--- src/rtl/fz_pkg.sv ---
package fz_pkg;
  localparam int NOPS = 4;

  typedef enum logic {
    CONN_AND = 1'b0,
    CONN_OR  = 1'b1
  } fz_conn_e;
endpackage

--- src/rtl/fz_op_decode.sv ---
module fz_op_decode
  import fz_pkg::*;
#(
  parameter int SEL_W = 4,
  localparam int OP_W = NOPS*SEL_W + 2*NOPS + 2
) (
  input  logic [OP_W-1:0]             op_word,
  output logic [NOPS-1:0][SEL_W-1:0]  sel,
  output logic [NOPS-1:0]             neg,
  output logic [NOPS-1:0]             en,
  output fz_conn_e                    conn,
  output logic                        merge
);
  localparam int NEG_LSB  = NOPS*SEL_W;
  localparam int EN_LSB   = NEG_LSB + NOPS;
  localparam int CONN_BIT = EN_LSB + NOPS;
  localparam int MRG_BIT  = CONN_BIT + 1;

  for (genvar i = 0; i < NOPS; i++) begin : g_sel
    assign sel[i] = op_word[i*SEL_W +: SEL_W];
  end

  assign neg   = op_word[NEG_LSB +: NOPS];
  assign en    = op_word[EN_LSB +: NOPS];
  assign conn  = fz_conn_e'(op_word[CONN_BIT]);
  assign merge = op_word[MRG_BIT];
endmodule

--- src/rtl/fz_operand_lane.sv ---
module fz_operand_lane #(
  parameter int W      = 4,
  parameter int NALPHA = 16,
  parameter int SEL_W  = 4
) (
  input  logic [NALPHA*W-1:0] alpha_flat,
  input  logic [SEL_W-1:0]    sel,
  input  logic                neg,
  input  logic                en,
  input  logic                conn_or,
  output logic [W-1:0]        opnd
);
  function automatic logic [W-1:0] complement_level(input logic [W-1:0] a);
    return {W{1'b1}} - a;
  endfunction

  function automatic logic [W-1:0] identity_level(input logic use_max);
    return use_max ? {W{1'b0}} : {W{1'b1}};
  endfunction

  logic [W-1:0] picked;
  logic [W-1:0] shaped;

  always_comb begin
    picked = '0;
    for (int j = 0; j < NALPHA; j++) begin
      if (int'(sel) == j) picked = alpha_flat[j*W +: W];
    end
  end

  assign shaped = neg ? complement_level(picked) : picked;
  assign opnd   = en ? shaped : identity_level(conn_or);
endmodule

--- src/rtl/fz_reduce.sv ---
module fz_reduce
  import fz_pkg::*;
#(
  parameter int W = 4
) (
  input  logic                    clk,
  input  logic                    rst_n,
  input  logic                    check_en,
  input  logic [NOPS-1:0][W-1:0]  opnds,
  input  logic                    conn_or,
  output logic [W-1:0]            term
);
  function automatic logic [W-1:0] lvl_min(input logic [W-1:0] a, input logic [W-1:0] b);
    return (a < b) ? a : b;
  endfunction

  function automatic logic [W-1:0] lvl_max(input logic [W-1:0] a, input logic [W-1:0] b);
    return (a > b) ? a : b;
  endfunction

  always_comb begin
    term = opnds[0];
    for (int i = 1; i < NOPS; i++) begin
      term = conn_or ? lvl_max(term, opnds[i]) : lvl_min(term, opnds[i]);
    end
  end

  for (genvar i = 0; i < NOPS; i++) begin : g_bound
    AST_MIN_BOUND: assert property (@(posedge clk) disable iff (!rst_n)
      (check_en && !conn_or) |-> (term <= opnds[i]));
    AST_MAX_BOUND: assert property (@(posedge clk) disable iff (!rst_n)
      (check_en && conn_or) |-> (term >= opnds[i]));
  end
endmodule

--- src/rtl/fz_theta_out.sv ---
module fz_theta_out #(
  parameter int W      = 4,
  parameter int NRULES = 256,
  parameter int IDX_W  = 8
) (
  input  logic             clk,
  input  logic             rst_n,
  input  logic             accept,
  input  logic [W-1:0]     term,
  input  logic             merge,
  output logic             theta_valid,
  output logic [W-1:0]     theta,
  output logic [IDX_W-1:0] rule_idx
);
  localparam logic [IDX_W-1:0] LAST_IDX = IDX_W'(NRULES - 1);

  function automatic logic [W-1:0] fold_or(input logic [W-1:0] a, input logic [W-1:0] b);
    return (a > b) ? a : b;
  endfunction

  logic [IDX_W-1:0] cnt_q;
  logic [W-1:0]     merged_val;
  logic             wrap_evt;

  assign merged_val = merge ? fold_or(term, theta) : term;
  assign wrap_evt   = accept && (cnt_q == LAST_IDX);

  always_ff @(posedge clk) begin
    if (!rst_n) begin
      theta_valid <= 1'b0;
      theta       <= '0;
      rule_idx    <= '0;
      cnt_q       <= '0;
    end else begin
      theta_valid <= accept;
      if (accept) begin
        theta    <= merged_val;
        rule_idx <= cnt_q;
        cnt_q    <= wrap_evt ? '0 : cnt_q + 1'b1;
      end
    end
  end

  AST_PULSE_AFTER_ACCEPT: assert property (@(posedge clk) disable iff (!rst_n)
    accept |=> theta_valid);
  AST_NO_SPURIOUS_PULSE: assert property (@(posedge clk) disable iff (!rst_n)
    !accept |=> !theta_valid);
  AST_THETA_HOLDS: assert property (@(posedge clk) disable iff (!rst_n)
    !accept |=> ($stable(theta) && $stable(rule_idx)));
  AST_MERGE_FLOOR: assert property (@(posedge clk) disable iff (!rst_n)
    (accept && merge) |=> (theta >= $past(theta)));
  AST_MERGE_TERM: assert property (@(posedge clk) disable iff (!rst_n)
    accept |=> (theta >= $past(term)));
  AST_IDX_STEP: assert property (@(posedge clk) disable iff (!rst_n)
    (theta_valid && accept) |=>
      (int'(rule_idx) == ((int'($past(rule_idx)) + 1) % NRULES)));
endmodule

--- src/rtl/fz_rule_weight.sv ---
module fz_rule_weight
  import fz_pkg::*;
#(
  parameter int W      = 4,
  parameter int NALPHA = 16,
  parameter int NRULES = 256,
  localparam int SEL_W = (NALPHA > 1) ? $clog2(NALPHA) : 1,
  localparam int OP_W  = NOPS*SEL_W + 2*NOPS + 2,
  localparam int IDX_W = (NRULES > 1) ? $clog2(NRULES) : 1
) (
  input  logic                clk,
  input  logic                rst_n,
  input  logic [NALPHA*W-1:0] alpha_flat,
  input  logic                op_valid,
  input  logic [OP_W-1:0]     op_word,
  output logic                theta_valid,
  output logic [W-1:0]        theta,
  output logic [IDX_W-1:0]    rule_idx
);
  logic [NOPS-1:0][SEL_W-1:0] sel;
  logic [NOPS-1:0]            neg;
  logic [NOPS-1:0]            en;
  fz_conn_e                   conn;
  logic                       merge;
  logic                       conn_or;
  logic [NOPS-1:0][W-1:0]     opnds;
  logic [W-1:0]               term;

  fz_op_decode #(.SEL_W(SEL_W)) u_dec (
    .op_word (op_word),
    .sel     (sel),
    .neg     (neg),
    .en      (en),
    .conn    (conn),
    .merge   (merge)
  );

  assign conn_or = (conn == CONN_OR);

  for (genvar i = 0; i < NOPS; i++) begin : g_lane
    fz_operand_lane #(.W(W), .NALPHA(NALPHA), .SEL_W(SEL_W)) u_lane (
      .alpha_flat (alpha_flat),
      .sel        (sel[i]),
      .neg        (neg[i]),
      .en         (en[i]),
      .conn_or    (conn_or),
      .opnd       (opnds[i])
    );
  end

  fz_reduce #(.W(W)) u_red (
    .clk      (clk),
    .rst_n    (rst_n),
    .check_en (op_valid),
    .opnds    (opnds),
    .conn_or  (conn_or),
    .term     (term)
  );

  fz_theta_out #(.W(W), .NRULES(NRULES), .IDX_W(IDX_W)) u_out (
    .clk         (clk),
    .rst_n       (rst_n),
    .accept      (op_valid),
    .term        (term),
    .merge       (merge),
    .theta_valid (theta_valid),
    .theta       (theta),
    .rule_idx    (rule_idx)
  );

  AST_NONE_ENABLED_AND: assert property (@(posedge clk) disable iff (!rst_n)
    (op_valid && (en == '0) && !conn_or && !merge) |=> (theta == {W{1'b1}}));
  AST_NONE_ENABLED_OR: assert property (@(posedge clk) disable iff (!rst_n)
    (op_valid && (en == '0) && conn_or && !merge) |=> (theta == '0));
endmodule

--- config.mk ---
export PLATFORM = sky130hd
export DESIGN_NAME = fz_rule_weight
export DESIGN_NICKNAME = d
export VERILOG_FILES = /design/src/rtl/fz_pkg.sv /design/src/rtl/fz_op_decode.sv /design/src/rtl/fz_operand_lane.sv /design/src/rtl/fz_reduce.sv /design/src/rtl/fz_theta_out.sv /design/src/rtl/fz_rule_weight.sv
export SDC_FILE = /design/constraint.sdc
export NUM_CORES = 1
export LEC_CHECK = 0
export BUFFER_PORTS_ARGS = -buffer_cell sky130_fd_sc_hd__buf_2
export CORE_MARGIN = 2
export CORE_UTILIZATION = 62
export DETAILED_ROUTE_END_ITERATION = 8
export PLACE_DENSITY = 0.89
export SETUP_SLACK_MARGIN = 0.5
export SLEW_MARGIN = 20
export SYNTH_ARGS = -nofsm -noshare
export SYNTH_HDL_FRONTEND = slang
export SYNTH_SLANG_ARGS = --single-unit
--- constraint.sdc ---
create_clock -name clk -period 18.8 [get_ports clk]
set_input_delay 0.94 -clock clk [delete_from_list [all_inputs] [get_ports clk]]
set_output_delay 0.94 -clock clk [all_outputs]
set_load 0.02 [all_outputs]
Yosys cells after proc, flatten, opt, wreduce, memory -nomap -nowiden
Cells that the tools add are included.

Magnitude comparators: 7. Multiplexer cells: 85. Eq/ne operators: 62. Reduce and logical (&&, ||, !) cells: 6. Add/sub/neg operators: 5.

Operators with widths (count): $mux 4 (84); $eq 4x4->1 const B (32); $eq 4x3->1 const B (16); $eq 4x2->1 const B (8); $eq 4x1->1 const B (4); $gt 4x4->1 (4); $logic_not 4->1 (4); $sub 4x4->4 const A (4); $lt 4x4->1 (3); $add 8x1->8 const B (1); $eq 8x8->1 const B (1); $mux 8 (1); $ne 2x1->1 const B (1); $reduce_and 2->1 (1); $logic_and 1x1->1 (1).

Logic and storage cells: 169. Bits in registers: 21. Output and inout port bits: 13. Input port bits: 93.

Logic depth before layout (Yosys ltp)
Gate-level depths: netlist (run 1).

Depth after elaboration: 32. Gate-level depth with buffers: 47. Mapped depth without buffers: 43.

Cells and area by module
A second synthesis (run 1) with hierarchy kept.

Cell total of the unflattened synthesis: 661. Area total of the unflattened synthesis: 5261.3 µm².

Modules (own cells, without submodules): fz_operand_lane (instances 4, area an instance 863.3 µm², seq. area each 0.0 µm², cells an instance 113); fz_theta_out (instances 1, area an instance 975.9 µm², seq. area each 420.4 µm², cells an instance 101); fz_reduce (instances 1, area an instance 636.9 µm², seq. area each 0.0 µm², cells an instance 82); fz_op_decode (instances 1, area an instance 195.2 µm², seq. area each 0.0 µm², cells an instance 26).

Least setup slack after synthesis (run 1)
No wires, ideal clock.

Kind: in2reg. From: input port op_word[4]. To: register u_out.theta[0]. Buffers on the path: 3. Setup slack: 10.485 ns. Data required time: 18.674 ns. Library setup time: 0.126 ns. Stages: 42. Arrival time: 8.189 ns. Cells stage by stage: buf_6 -> buf_8 -> nand2b_1 -> and3_1 -> o31ai_1 -> o21ai_0 -> nor3_1 -> nor2_1 -> mux2_2 -> ha_1 -> nor2b_1 -> o21ai_0 -> a21boi_0 -> a211oi_1 -> mux2i_1 -> ha_1 -> nor2b_1 -> o21ai_0 -> (+6 left out) -> mux2i_1 -> ha_1 -> nor2b_1 -> o21ai_0 -> a21oi_1 -> o21ai_0 -> a31o_2 -> a22oi_1 -> o221ai_1 -> ha_1 -> nor2b_1 -> o21a_1 -> o21a_1 -> o21ai_0 -> a21boi_1 -> and3_1 -> a31oi_1 -> o21ai_1.

Longest elaborated chain between the ends: 32. Elaborated cells on any way between the ends: 55. Classes of those cells: add/sub: 1; order compare: 7; eq/ne: 16; mux: 29; reduce/logical: 2.

RTL lines: start, declared (RTL line fz_rule_weight.sv:15) `input logic [OP_W-1:0] op_word,`; $logic_not 4->1 (RTL line fz_operand_lane.sv:27) `if (int'(sel) == j) picked = alpha_flat[j*W +: W];`; $mux 4 (15 in a row) (RTL line fz_operand_lane.sv:27); $mux 4 * (RTL line fz_operand_lane.sv:27); $sub 4x4->4 (RTL line fz_operand_lane.sv:14) `return {W{1'b1}} - a;`; $mux 4 * (RTL line fz_operand_lane.sv:31) `assign shaped = neg ? complement_level(picked) : picked;`; $mux 4 * (RTL line fz_operand_lane.sv:32) `assign opnd = en ? shaped : identity_level(conn_or);`; $lt 4x4->1 / $gt 4x4->1 (equally long branches) (RTL line fz_reduce.sv:14, fz_reduce.sv:18); $mux 4, on equally long branches (RTL line fz_reduce.sv:14, fz_reduce.sv:18); (+3 left out); $mux 4 * (RTL line fz_reduce.sv:24) `term = conn_or ? lvl_max(term, opnds[i]) : lvl_min(term, opnds[i]);`; $lt 4x4->1 / $gt 4x4->1 (equally long branches) (RTL line fz_reduce.sv:14, fz_reduce.sv:18); $mux 4, on equally long branches (RTL line fz_reduce.sv:14, fz_reduce.sv:18); $mux 4 * (RTL line fz_reduce.sv:24); net term[1] (RTL line fz_rule_weight.sv:27) `logic [W-1:0] term;`; $gt 4x4->1 * (RTL line fz_theta_out.sv:18) `return (a > b) ? a : b;`; $ne 2x1->1 (no source line) *; $reduce_and 2->1 (no source line) *; end signal, assigned (RTL line fz_theta_out.sv:37) `theta <= merged_val;`; end, declared (RTL line fz_theta_out.sv:12) `output logic [W-1:0] theta,`.

The timed path passes the listed nets; every way through them passes the cells marked *. The select of a mux whose other input is x is not followed. A chain may end at the register's enable or synchronous reset.

Final worst setup path (run 1)
From: input port op_word[0]. To: register u_out.theta[0].

Same word-level chain as after synthesis.

==> results.json, run 1 <==
{
  "area_delta_synth_final_pct": 8.03,
  "crit_path_frequent_cell": "o21ai_0",
  "power_density_nw_per_um2": 51.4,
  "worstSetupPathType": "input pin to register",
  "n_antenna_cell": 0,
  "drc": 0,
  "io_pins": 106,
  "synth_cell_type_count": 79,
  "hp-start": "u_out.theta[3]$_SDFFE_PN0P_",
  "row_count": 33,
  "synth_area_um2": 5160,
  "switching_share": 0.487,
  "insertion_delay_ns": 0.26,
  "dieHeight_um": 95.2,
  "syn-num-nets": 800,
  "cp_max_fo": 43,
  "viasPerCell": 7.15,
  "setup_tns_ns": 0,
  "clkPwrFrac": 0.104,
  "seqPwrFrac": 0.177,
  "synth.avg_cell_area_um2": 7.51,
  "io_buffers": 105,
  "place_congestion": 0.996,
  "arrival_ns": 10.02,
  "layout_commonest_cell": "buf_2",
  "setup_slack_ns": 8.92,
  "drt_iter0_drc": 574,
  "cts_setup_buffers": 0,
  "cts_made_buffers": 3,
  "status": "finished clean",
  "final_nets": 853,
  "postRouteAntennaNets": 0,
  "skew_ns": 0.00530,
  "grt_usage": 0.382,
  "cap_violations": 0,
  "finalCritPeriodShare": 0.525,
  "core_area_um2": 8130,
  "p_total_mw": 0.286,
  "ir_drop_mv": 0.0279,
  "timing.rr.start": "u_out.theta[1]$_SDFFE_PN0P_",
  "drt_first_pass_iters": 6,
  "cts-resized-gates": 0,
  "required_ns": 18.94,
  "grt_pass1_vias": 5445,
  "route.vias.total": 6035,
  "cp_num_buf_inv": 1,
  "overflow": 0,
  "async_reset_ff_frac": 0,
  "ys_seq_area_frac": 0.0815,
  "cp-start-kind": "input pin",
  "routed_wirelength_um": 17600,
  "cts_tree": "done",
  "clock-sinks": 21,
  "cts_buffer_depth": 2,
  "critical_path.max_stage_delay_ns": 0.62,
  "cp-startpoint": "op_word[0]",
  "dieArea_um2": 9060,
  "grt_pass1_wl_um": 27500,
  "hold_viol": 0,
  "slew_headroom": 0.430,
  "grt_start_max_net_pins": 44,
  "worst_setup_path_end_kind": "register",
  "p_int_mw": 0.147,
  "drive_gt1_frac": 0.202,
  "power_switching_mw": 0.139,
  "clock.fmax_ghz": 0.101,
  "final.min_clock_period_ns": 9.88,
  "rr_worst_depth": 10,
  "tightestPinTransition_ns": 0.833,
  "post-place-ws_ns": 8.97,
  "final_cell_mix": "105 x buf_2, 58 x nand2_1, 48 x mux2i_1",
  "power.leakage_nw": 2.39,
  "crit_family": "compound AO/OA/AOI/OAI gates",
  "yosys_warnings": 0,
  "h-tree-depth": 1,
  "cts-root-buf": "clkbuf_8",
  "initial_utilization": 0.634,
  "antenna_found_initial": 0,
  "setup_viol": 0,
  "crit_slowest_cell": "buf_2",
  "wire_per_inst_um": 20.9,
  "synth.ff_latch_count": 21,
  "clkTransAtPathRegs_ns": 0.07,
  "dp_hpwl_um": 13600,
  "rsz0062_at_grt": "false",
  "pwr-share-comb": 0.719,
  "synth-main-ff-cell": "dfxtp_1",
  "synth_enable_flop_cells": 0,
  "min_path_cells": 2,
  "ctsHoldBuffers": 0,
  "cp.depth": 39,
  "hold_path_class": "register to register",
  "die_w_um": 95.2,
  "netlist_instances": 687,
  "drv_slew": 0
}
[metal layers]
metal / up-vias / GRT usage / routed length, um
met5: - / 0 / 0
met4: 0 / 0.178 / 950
met3: 94 / 0.0482 / 1850
met2: 459 / 0.646 / 8210
met1: 2759 / 0.481 / 6600
li1: 2723 / - / -
[logic make-up (layout without fill, tap and decap cells)]
| logic type | after synthesis | in the layout | synth area share |
|---|---|---|---|
| buffers and inverters | 87 | 139 | 0.0779 |
| multiplexers | 83 | 83 | 0.215 |
| flip-flops | 21 | 21 | 0.0815 |
| AO/OA/AOI/OAI | 212 | 212 | 0.291 |
| XOR/XNOR | 15 | 15 | 0.0269 |
| adder cells (fa/ha/maj) | 20 | 20 | 0.0485 |
| AND/OR/NAND/NOR | 249 | 249 | 0.259 |
[state kept, by name, summed over array words and instances (netlist names)]
signal and cells:
u_out.theta 4, u_out.theta_valid 1, u_out.rule_idx 8, u_out.cnt_q 8
[final cells by class]
type                       count  area [um2]
clock buffer                   3        41.3
clock inverter                 1        5.00
fill                         712        2560
inverter                      30         113
multi-input combinational    579        4330
sequential                    21         420
tap                          105         131
timing repair buffer         105         526
[worst paths after layout]
path	to	slack, ns
max	u_out.theta[0]$_SDFFE_PN0P_	8.92
min reg2reg	u_out.theta[3]$_SDFFE_PN0P_	0.51
min	u_out.theta[3]$_SDFFE_PN0P_	0.51
max reg2reg	u_out.theta[0]$_SDFFE_PN0P_	16.72
[metrics by stage]
stage / utilization / cell area, um2 / hold slack [ns] / cells
6_report: 0.685 / 5570 / 0.514 / 844
4_1_cts: 0.685 / 5570 / 0.517 / 844
3_3_place_gp: 0.679 / 5520 / 0.489 / 840
2_1_floorplan: - / 5160 / 0.493 / 687
5_1_grt: 0.685 / 5570 / 0.549 / 844
3_5_place_dp: 0.679 / 5520 / 0.506 / 840
[power by group through the flow]
stage	Combinational [mW]	Sequential, mW	Clock (mW)
2_1_floorplan	0.143	0.0538	0
3_3_place_gp	0.192	0.0514	0
3_5_place_dp	0.199	0.0515	0
4_1_cts	0.200	0.0505	0.0303
5_1_grt	0.224	0.0511	0.0319
6_report	0.206	0.0506	0.0298
[cell usage after synthesis, drive strengths merged (6+ instances only)]
library cell / n / area share
a211oi: 12 / 0.017
a21boi: 8 / 0.012
a21o: 7 / 0.010
a21oi: 37 / 0.036
a221oi: 6 / 0.010
a22oi: 8 / 0.013
a31oi: 12 / 0.015
and2: 13 / 0.016
and3: 11 / 0.013
buf: 35 / 0.040
clkbuf: 22 / 0.016
dfxtp: 21 / 0.082
ha: 20 / 0.049
inv: 30 / 0.022
mux2: 15 / 0.033
mux2i: 48 / 0.093
mux4: 20 / 0.090
nand2: 58 / 0.042
nand2b: 17 / 0.021
nand3: 17 / 0.017
nand3b: 12 / 0.017
nand4: 8 / 0.0097
nor2: 44 / 0.032
nor2b: 29 / 0.035
nor3: 14 / 0.014
o211ai: 21 / 0.031
o21a: 8 / 0.012
o21ai: 35 / 0.035
o221ai: 7 / 0.014
o22ai: 7 / 0.0085
xnor2: 11 / 0.020
[worst reg2reg max path, cell delays in order, from the launching register on]
cell	delay, ns
dfxtp_1	0.37
inv_1	0.08
ha_1	0.31
nor2b_1	0.14
o21a_1	0.16
o21a_1	0.15
o21ai_0	0.14
a21boi_1	0.16
and3_1	0.22
a31oi_1	0.15
o21ai_1	0.08
Power figures use the tool's default switching activity.
==> run 2: changes to the inputs <==
--- a/config.mk
+++ b/config.mk
@@ -5,11 +5,12 @@
 export SDC_FILE = /design/constraint.sdc
 export NUM_CORES = 1
 export LEC_CHECK = 0
+export ABC_AREA = 1
 export BUFFER_PORTS_ARGS = -buffer_cell sky130_fd_sc_hd__buf_2
 export CORE_MARGIN = 2
-export CORE_UTILIZATION = 62
+export CORE_UTILIZATION = 57
 export DETAILED_ROUTE_END_ITERATION = 8
-export PLACE_DENSITY = 0.89
+export PLACE_DENSITY = 0.84
 export SETUP_SLACK_MARGIN = 0.5
 export SLEW_MARGIN = 20
 export SYNTH_ARGS = -nofsm -noshare
==> constraint.sdc (replaced) <==
create_clock -name clk -period 9.3 [get_ports clk]
set_input_delay 0.465 -clock clk [delete_from_list [all_inputs] [get_ports clk]]
set_output_delay 0.465 -clock clk [all_outputs]
set_load 0.02 [all_outputs]
==> run 2 against run 1 <==
Routed wire length shrank 13%. Synthesized area shrank 9.4%. Critical path depth grew 22. Clock skew shrank 0.0014 ns. Worst setup slack lost 7.5 ns. Sequential power grew 100%. Count of clock-buffer cells in the layout is the same. Global-route usage shrank 4.3 points. Final area shrank 3.8%. Sequential share of layout area grew 0.30 points. Via count grew 5.7%. Flip-flop and latch count is the same. Critical path type unchanged. Largest cell class unchanged. Largest power group unchanged.
==> results.json, run 2 <==
{
  "status": "finished clean",
  "cp_max_fo": 8,
  "skew_ns": 0.00390,
  "cts_tree": "done",
  "ys_top_cells_by_count": "341 x nand2_1, 167 x inv_1, 126 x nor2_1, 100 x nand3_1, 38 x nand4_1",
  "min_path_cells": 2,
  "final_cell_mix": "341 x nand2_1, 167 x inv_1, 126 x nor2_1",
  "grt_pass1_wl_um": 24800,
  "yosysTopAreaCellShare": 0.274,
  "synth_area_um2": 4670,
  "synth.avg_cell_area_um2": 4.86,
  "worst_setup_path_end_kind": "register",
  "ys_seq_area_frac": 0.0900,
  "h-tree-depth": 1,
  "hold_viol": 0,
  "antenna_found_initial": 0,
  "finalInstanceArea_um2": 5360,
  "drv_slew": 0,
  "worstSetupPathType": "input pin to register",
  "wire_per_inst_um": 13.2,
  "insertion_delay_ns": 0.26,
  "final.min_clock_period_ns": 7.85,
  "grt.met2_usage": 0.605,
  "grt_usage": 0.339,
  "setup_viol": 0,
  "viasPerCell": 5.47,
  "finalCritPeriodShare": 0.844,
  "drc": 0,
  "hold_path_class": "register to register",
  "clock-sinks": 21,
  "dieArea_um2": 8930,
  "synthMuxAreaShare": 0,
  "slew_headroom": 0.632,
  "syn-num-nets": 1074,
  "drt_iter0_drc": 499,
  "yosys_warnings": 0,
  "drt_first_pass_iters": 6,
  "io_buffers": 105,
  "grt_use_met1": 0.442,
  "synth_top_family_by_area": "simple AND/OR/NAND/NOR gates",
  "placed_area_um2": 5270,
  "synth-simple-area-share": 0.594,
  "cap_violations": 0,
  "initial_utilization": 0.577,
  "synth.ff_latch_count": 21,
  "routed_wirelength_um": 15400,
  "synth_enable_flop_cells": 0,
  "synth_cell_type_count": 34,
  "ctsHoldBuffers": 0,
  "row_count": 33,
  "dp_hpwl_um": 12900,
  "layout_commonest_cell": "nand2_1",
  "clock.fmax_ghz": 0.127,
  "power.leakage_nw": 3.02,
  "n_antenna_cell": 0,
  "overflow": 0,
  "place_congestion": 1.00,
  "area_delta_synth_final_pct": 14.8,
  "die_w_um": 94.5,
  "grt_start_max_net_pins": 18,
  "io_pins": 106,
  "synth_xor_area_frac": 0.00563,
  "synth-main-ff-cell": "dfxtp_1",
  "crit_slowest_cell": "nor2_1",
  "power_density_nw_per_um2": 101,
  "p_total_mw": 0.539,
  "crit_path_frequent_cell": "inv_1",
  "cts-resized-gates": 0,
  "gr-usage-met3": 0.0231,
  "busiest_layer": "met2",
  "num-fill-cells": 869,
  "cts_made_buffers": 3,
  "cts_setup_buffers": 0,
  "rr_worst_depth": 11,
  "top_regs": "u_out.cnt_q: 8 flops, u_out.rule_idx: 8 flops, u_out.theta: 4 flops",
  "critical_path.max_stage_delay_ns": 0.43,
  "postRouteAntennaNets": 0,
  "grt_pass1_vias": 5600,
  "yosys.area.top_type": "nand2_1",
  "required_ns": 9.46,
  "cts_buffer_depth": 2,
  "ir_drop_mv": 0.0761,
  "rsz0062_at_grt": "false",
  "ys_top_cells_by_area": "nand2_1 27%, inv_1 13%, nand3_1 11%",
  "synth_most_common_cell": "nand2_1",
  "dieHeight_um": 94.5,
  "yosys.area_share.adder": 0.0536,
  "core_area_um2": 8090,
  "final_nets": 1176,
  "clkTransAtPathRegs_ns": 0.07,
  "cp-start-kind": "input pin",
  "drive_gt1_frac": 0.130,
  "synth_compound_area_frac": 0.108,
  "fin_util": 0.662,
  "tightestPinTransition_ns": 0.550,
  "netlist_instances": 961,
  "setup_tns_ns": 0,
  "async_reset_ff_frac": 0,
  "route.vias.total": 6378,
  "cts-root-buf": "clkbuf_8",
  "arrival_ns": 8.01
}
run 2: cells by family (layout without fill, tap and decap cells):
logic type / after synthesis / after routing
and+or+nand+nor: 648 / 648
AOI/OAI and AO/OA: 90 / 90
xor gates and xnor gates: 3 / 3
buffers and inverters: 179 / 280
adders and majority gates: 20 / 20
DFF: 21 / 21
run 2: cell type report:
type	instances	area, um2	share of cell area
Multi-Input combinational cell	761	3590	0.671
Tap cell	105	131	0.0245
Clock buffer	3	41.3	0.00770
Timing Repair Buffer	105	526	0.0981
Inverter	171	642	0.120
Clock inverter	1	5.00	0.000934
Sequential cell	21	420	0.0784
run 2: report_power, final:
part           switching, mW  total, mW  internal, mW
Clock                 0.0280     0.0578        0.0298
Combinational          0.247      0.378         0.131
Sequential           0.00545      0.103        0.0973
Total                  0.281      0.539         0.258
run 2: routing by layer:
layer / vias up / part of all wire
met1: 2742 / 0.43
met2: 329 / 0.45
met3: 38 / 0.089
met5: - / 0
li1: 3269 / -
met4: 0 / 0.023
run 2: metrics by stage:
step | worst slack (ns) | hold WS [ns] | cells
after floorplan | 2.21 | 0.465 | 961
after global placement | 1.14 | 0.448 | 1163
after detailed placement | 0.832 | 0.452 | 1163
after CTS | 1.09 | 0.464 | 1167
after global routing | 0.483 | 0.483 | 1167
final | 1.45 | 0.459 | 1167
run 2: path summary, 6_finish.rpt:
kind	from	endpoint	slack, ns
worst max-delay path	op_word[0]	u_out.theta[0]$_SDFFE_PN0P_	1.45
worst min-delay path	u_out.rule_idx[0]$_SDFFE_PN0P_	u_out.rule_idx[0]$_SDFFE_PN0P_	0.46
worst max register to register	u_out.theta[1]$_SDFFE_PN0P_	u_out.theta[0]$_SDFFE_PN0P_	7.58
worst min register to register	u_out.rule_idx[0]$_SDFFE_PN0P_	u_out.rule_idx[0]$_SDFFE_PN0P_	0.46
run 2: critical path, delay by kind of cell:
| kind | cells | cell delay [ns] |
|---|---|---|
| compound gates | 11 | 2.14 |
| fa+ha+maj | 4 | 1.07 |
| buf+inv | 16 | 1.15 |
| simple gates | 30 | 3.19 |
==> run 3: changes to the inputs <==
--- a/config.mk
+++ b/config.mk
@@ -5,10 +5,10 @@
 export SDC_FILE = /design/constraint.sdc
 export NUM_CORES = 1
 export LEC_CHECK = 0
-export ABC_AREA = 1
+export ABC_AREA = 0
 export BUFFER_PORTS_ARGS = -buffer_cell sky130_fd_sc_hd__buf_2
 export CORE_MARGIN = 2
-export CORE_UTILIZATION = 57
+export CORE_UTILIZATION = 58
 export DETAILED_ROUTE_END_ITERATION = 8
 export PLACE_DENSITY = 0.84
 export SETUP_SLACK_MARGIN = 0.5
==> constraint.sdc (replaced) <==
create_clock -name clk -period 7.58 [get_ports clk]
set_input_delay 0.379 -clock clk [delete_from_list [all_inputs] [get_ports clk]]
set_output_delay 0.379 -clock clk [all_outputs]
set_load 0.02 [all_outputs]
==> run 3 against run 2 <==
The flow now finishes with violations (negative setup slack). Final area is 32% higher. Combinational power increased by 150%. Cell count fell by 19%. Power rose by 110%. First-iteration DRC count up 40%. Hold slack gained 0.065 ns. Worst setup slack worse by 1.6 ns. Largest cell class unchanged. Critical path type unchanged. Clock skew fell by 0.0012 ns. Routed wire length grew 44%. Global-route usage rose by 6.0 points. Count of clock-buffer cells in the layout up 1.
==> results.json, run 3 (synthesis results as in run 1) <==
{
  "grt_pass1_vias": 6311,
  "grt_pass1_wl_um": 31700,
  "multi_input_area_um2": 4890,
  "row_count": 34,
  "fin_hold_ws_ns": 0.524,
  "wire_per_inst_um": 23.3,
  "postRouteAntennaNets": 0,
  "status": "finished with violations",
  "final_nets": 957,
  "drt_iter0_drc": 700,
  "skew_ns": 0.00272,
  "slew_headroom": 0.0861,
  "drt_first_pass_iters": 8,
  "dp_hpwl_um": 14500,
  "routed_wirelength_um": 22100,
  "ctsHoldBuffers": 0,
  "ir_drop_mv": 0.0915,
  "power_density_nw_per_um2": 161,
  "drv_slew": 0,
  "crit_family": "compound AO/OA/AOI/OAI gates",
  "dieArea_um2": 9660,
  "drc": 0,
  "area_delta_synth_final_pct": 36.9,
  "hold_viol": 0,
  "worstSetupPathType": "input pin to register",
  "crit_slowest_cell": "or3_4",
  "tightestPinTransition_ns": 1.34,
  "clock-sinks": 21,
  "final_cell_mix": "96 x buf_2, 92 x buf_4, 54 x nand2_1",
  "die_w_um": 98.3,
  "overflow": 0,
  "dieHeight_um": 98.3,
  "n_antenna_cell": 0,
  "worst_setup_path_end_kind": "register",
  "cp-start-kind": "input pin",
  "top_regs": "u_out.cnt_q: 8 flops, u_out.rule_idx: 8 flops, u_out.theta: 4 flops",
  "place_congestion": 1.09,
  "clock.fmax_ghz": 0.129,
  "cp_num_buf_inv": 14,
  "hold_path_class": "register to register",
  "violations": "negative setup slack",
  "finalInstanceArea_um2": 7060,
  "final.min_clock_period_ns": 7.76,
  "setup_viol": 4,
  "io_buffers": 105,
  "drive_gt1_frac": 0.409,
  "placed_area_um2": 6100,
  "grt_usage": 0.400,
  "crit_path_frequent_cell": "buf_4",
  "arrival_ns": 7.91,
  "setup_tns_ns": -0.491,
  "insertion_delay_ns": 0.26,
  "cap_violations": 0,
  "finalCritPeriodShare": 1.02,
  "h-tree-depth": 1,
  "num-fill-cells": 556,
  "initial_utilization": 0.594,
  "cts_tree": "done",
  "cts_made_buffers": 3,
  "viasPerCell": 7.13,
  "grt_start_max_net_pins": 37,
  "post-place-ws_ns": -0.289,
  "regArea_um2": 420,
  "cts_buffer_depth": 2,
  "cp_max_fo": 6,
  "io_pins": 106,
  "rsz0062_at_grt": "true",
  "p_total_mw": 1.13,
  "cts-root-buf": "clkbuf_8",
  "required_ns": 7.73,
  "clkTransAtPathRegs_ns": 0.08,
  "core_area_um2": 8680,
  "critical_path.max_stage_delay_ns": 0.43,
  "route.vias.total": 6777,
  "antenna_found_initial": 0,
  "setup_slack_ns": -0.175,
  "power.leakage_nw": 3.08,
  "layout_commonest_cell": "buf_2"
}
[run 3: timing repair]
action | 4_1_cts | 5_1_grt
setup endpoints to repair | 4 | 4
resized for setup | 56 | 71
gates cloned | 0 | 1
buffers inserted | 34 | 11
pin swaps | 36 | 35
[run 3: worst min-delay path: stages, from the launching register on]
cell	delay, ns
dfxtp_1	0.33
mux2i_1	0.06
nor2b_1	0.09
[run 3: path summary, 6_finish.rpt]
path | start | slack (ns) | cells after the start | end
setup reg to reg | u_out.theta[1]$_SDFFE_PN0P_ | 5.57 | 10 | u_out.theta[0]$_SDFFE_PN0P_
setup / recovery | op_word[6] | -0.18 | 43 | u_out.theta[0]$_SDFFE_PN0P_
hold / removal | u_out.rule_idx[4]$_SDFFE_PN0P_ | 0.52 | 2 | u_out.rule_idx[4]$_SDFFE_PN0P_
hold reg to reg | u_out.rule_idx[4]$_SDFFE_PN0P_ | 0.52 | 2 | u_out.rule_idx[4]$_SDFFE_PN0P_
[run 3: routing by layer]
layer / GRT usage / wire (um) / up-vias / share of wire
li1: - / - / 2936 / -
met1: 0.501 / 8010 / 3153 / 0.36
met2: 0.668 / 10200 / 542 / 0.46
met3: 0.0630 / 2370 / 146 / 0.11
met4: 0.193 / 1580 / 0 / 0.071
met5: 0 / 0 / - / 0
[run 3: final cells by class]
class | count | share of cell area
Inverter | 30 | 0.0160
Tap cell | 108 | 0.0191
Timing Repair Buffer | 209 | 0.207
Multi-Input combinational cell | 579 | 0.692
Sequential cell | 21 | 0.0596
Clock buffer | 4 | 0.00638
[run 3: metrics by stage]
step,util,cells
6_report,0.813,951
5_1_grt,0.813,951
4_1_cts,0.763,939
3_5_place_dp,0.703,901
3_3_place_gp,0.703,901
2_1_floorplan,-,687
[run 3: report_power, final]
group | switching [mW] | internal (mW)
registers | 0.00622 | 0.118
logic | 0.470 | 0.467
clock network | 0.0364 | 0.0375
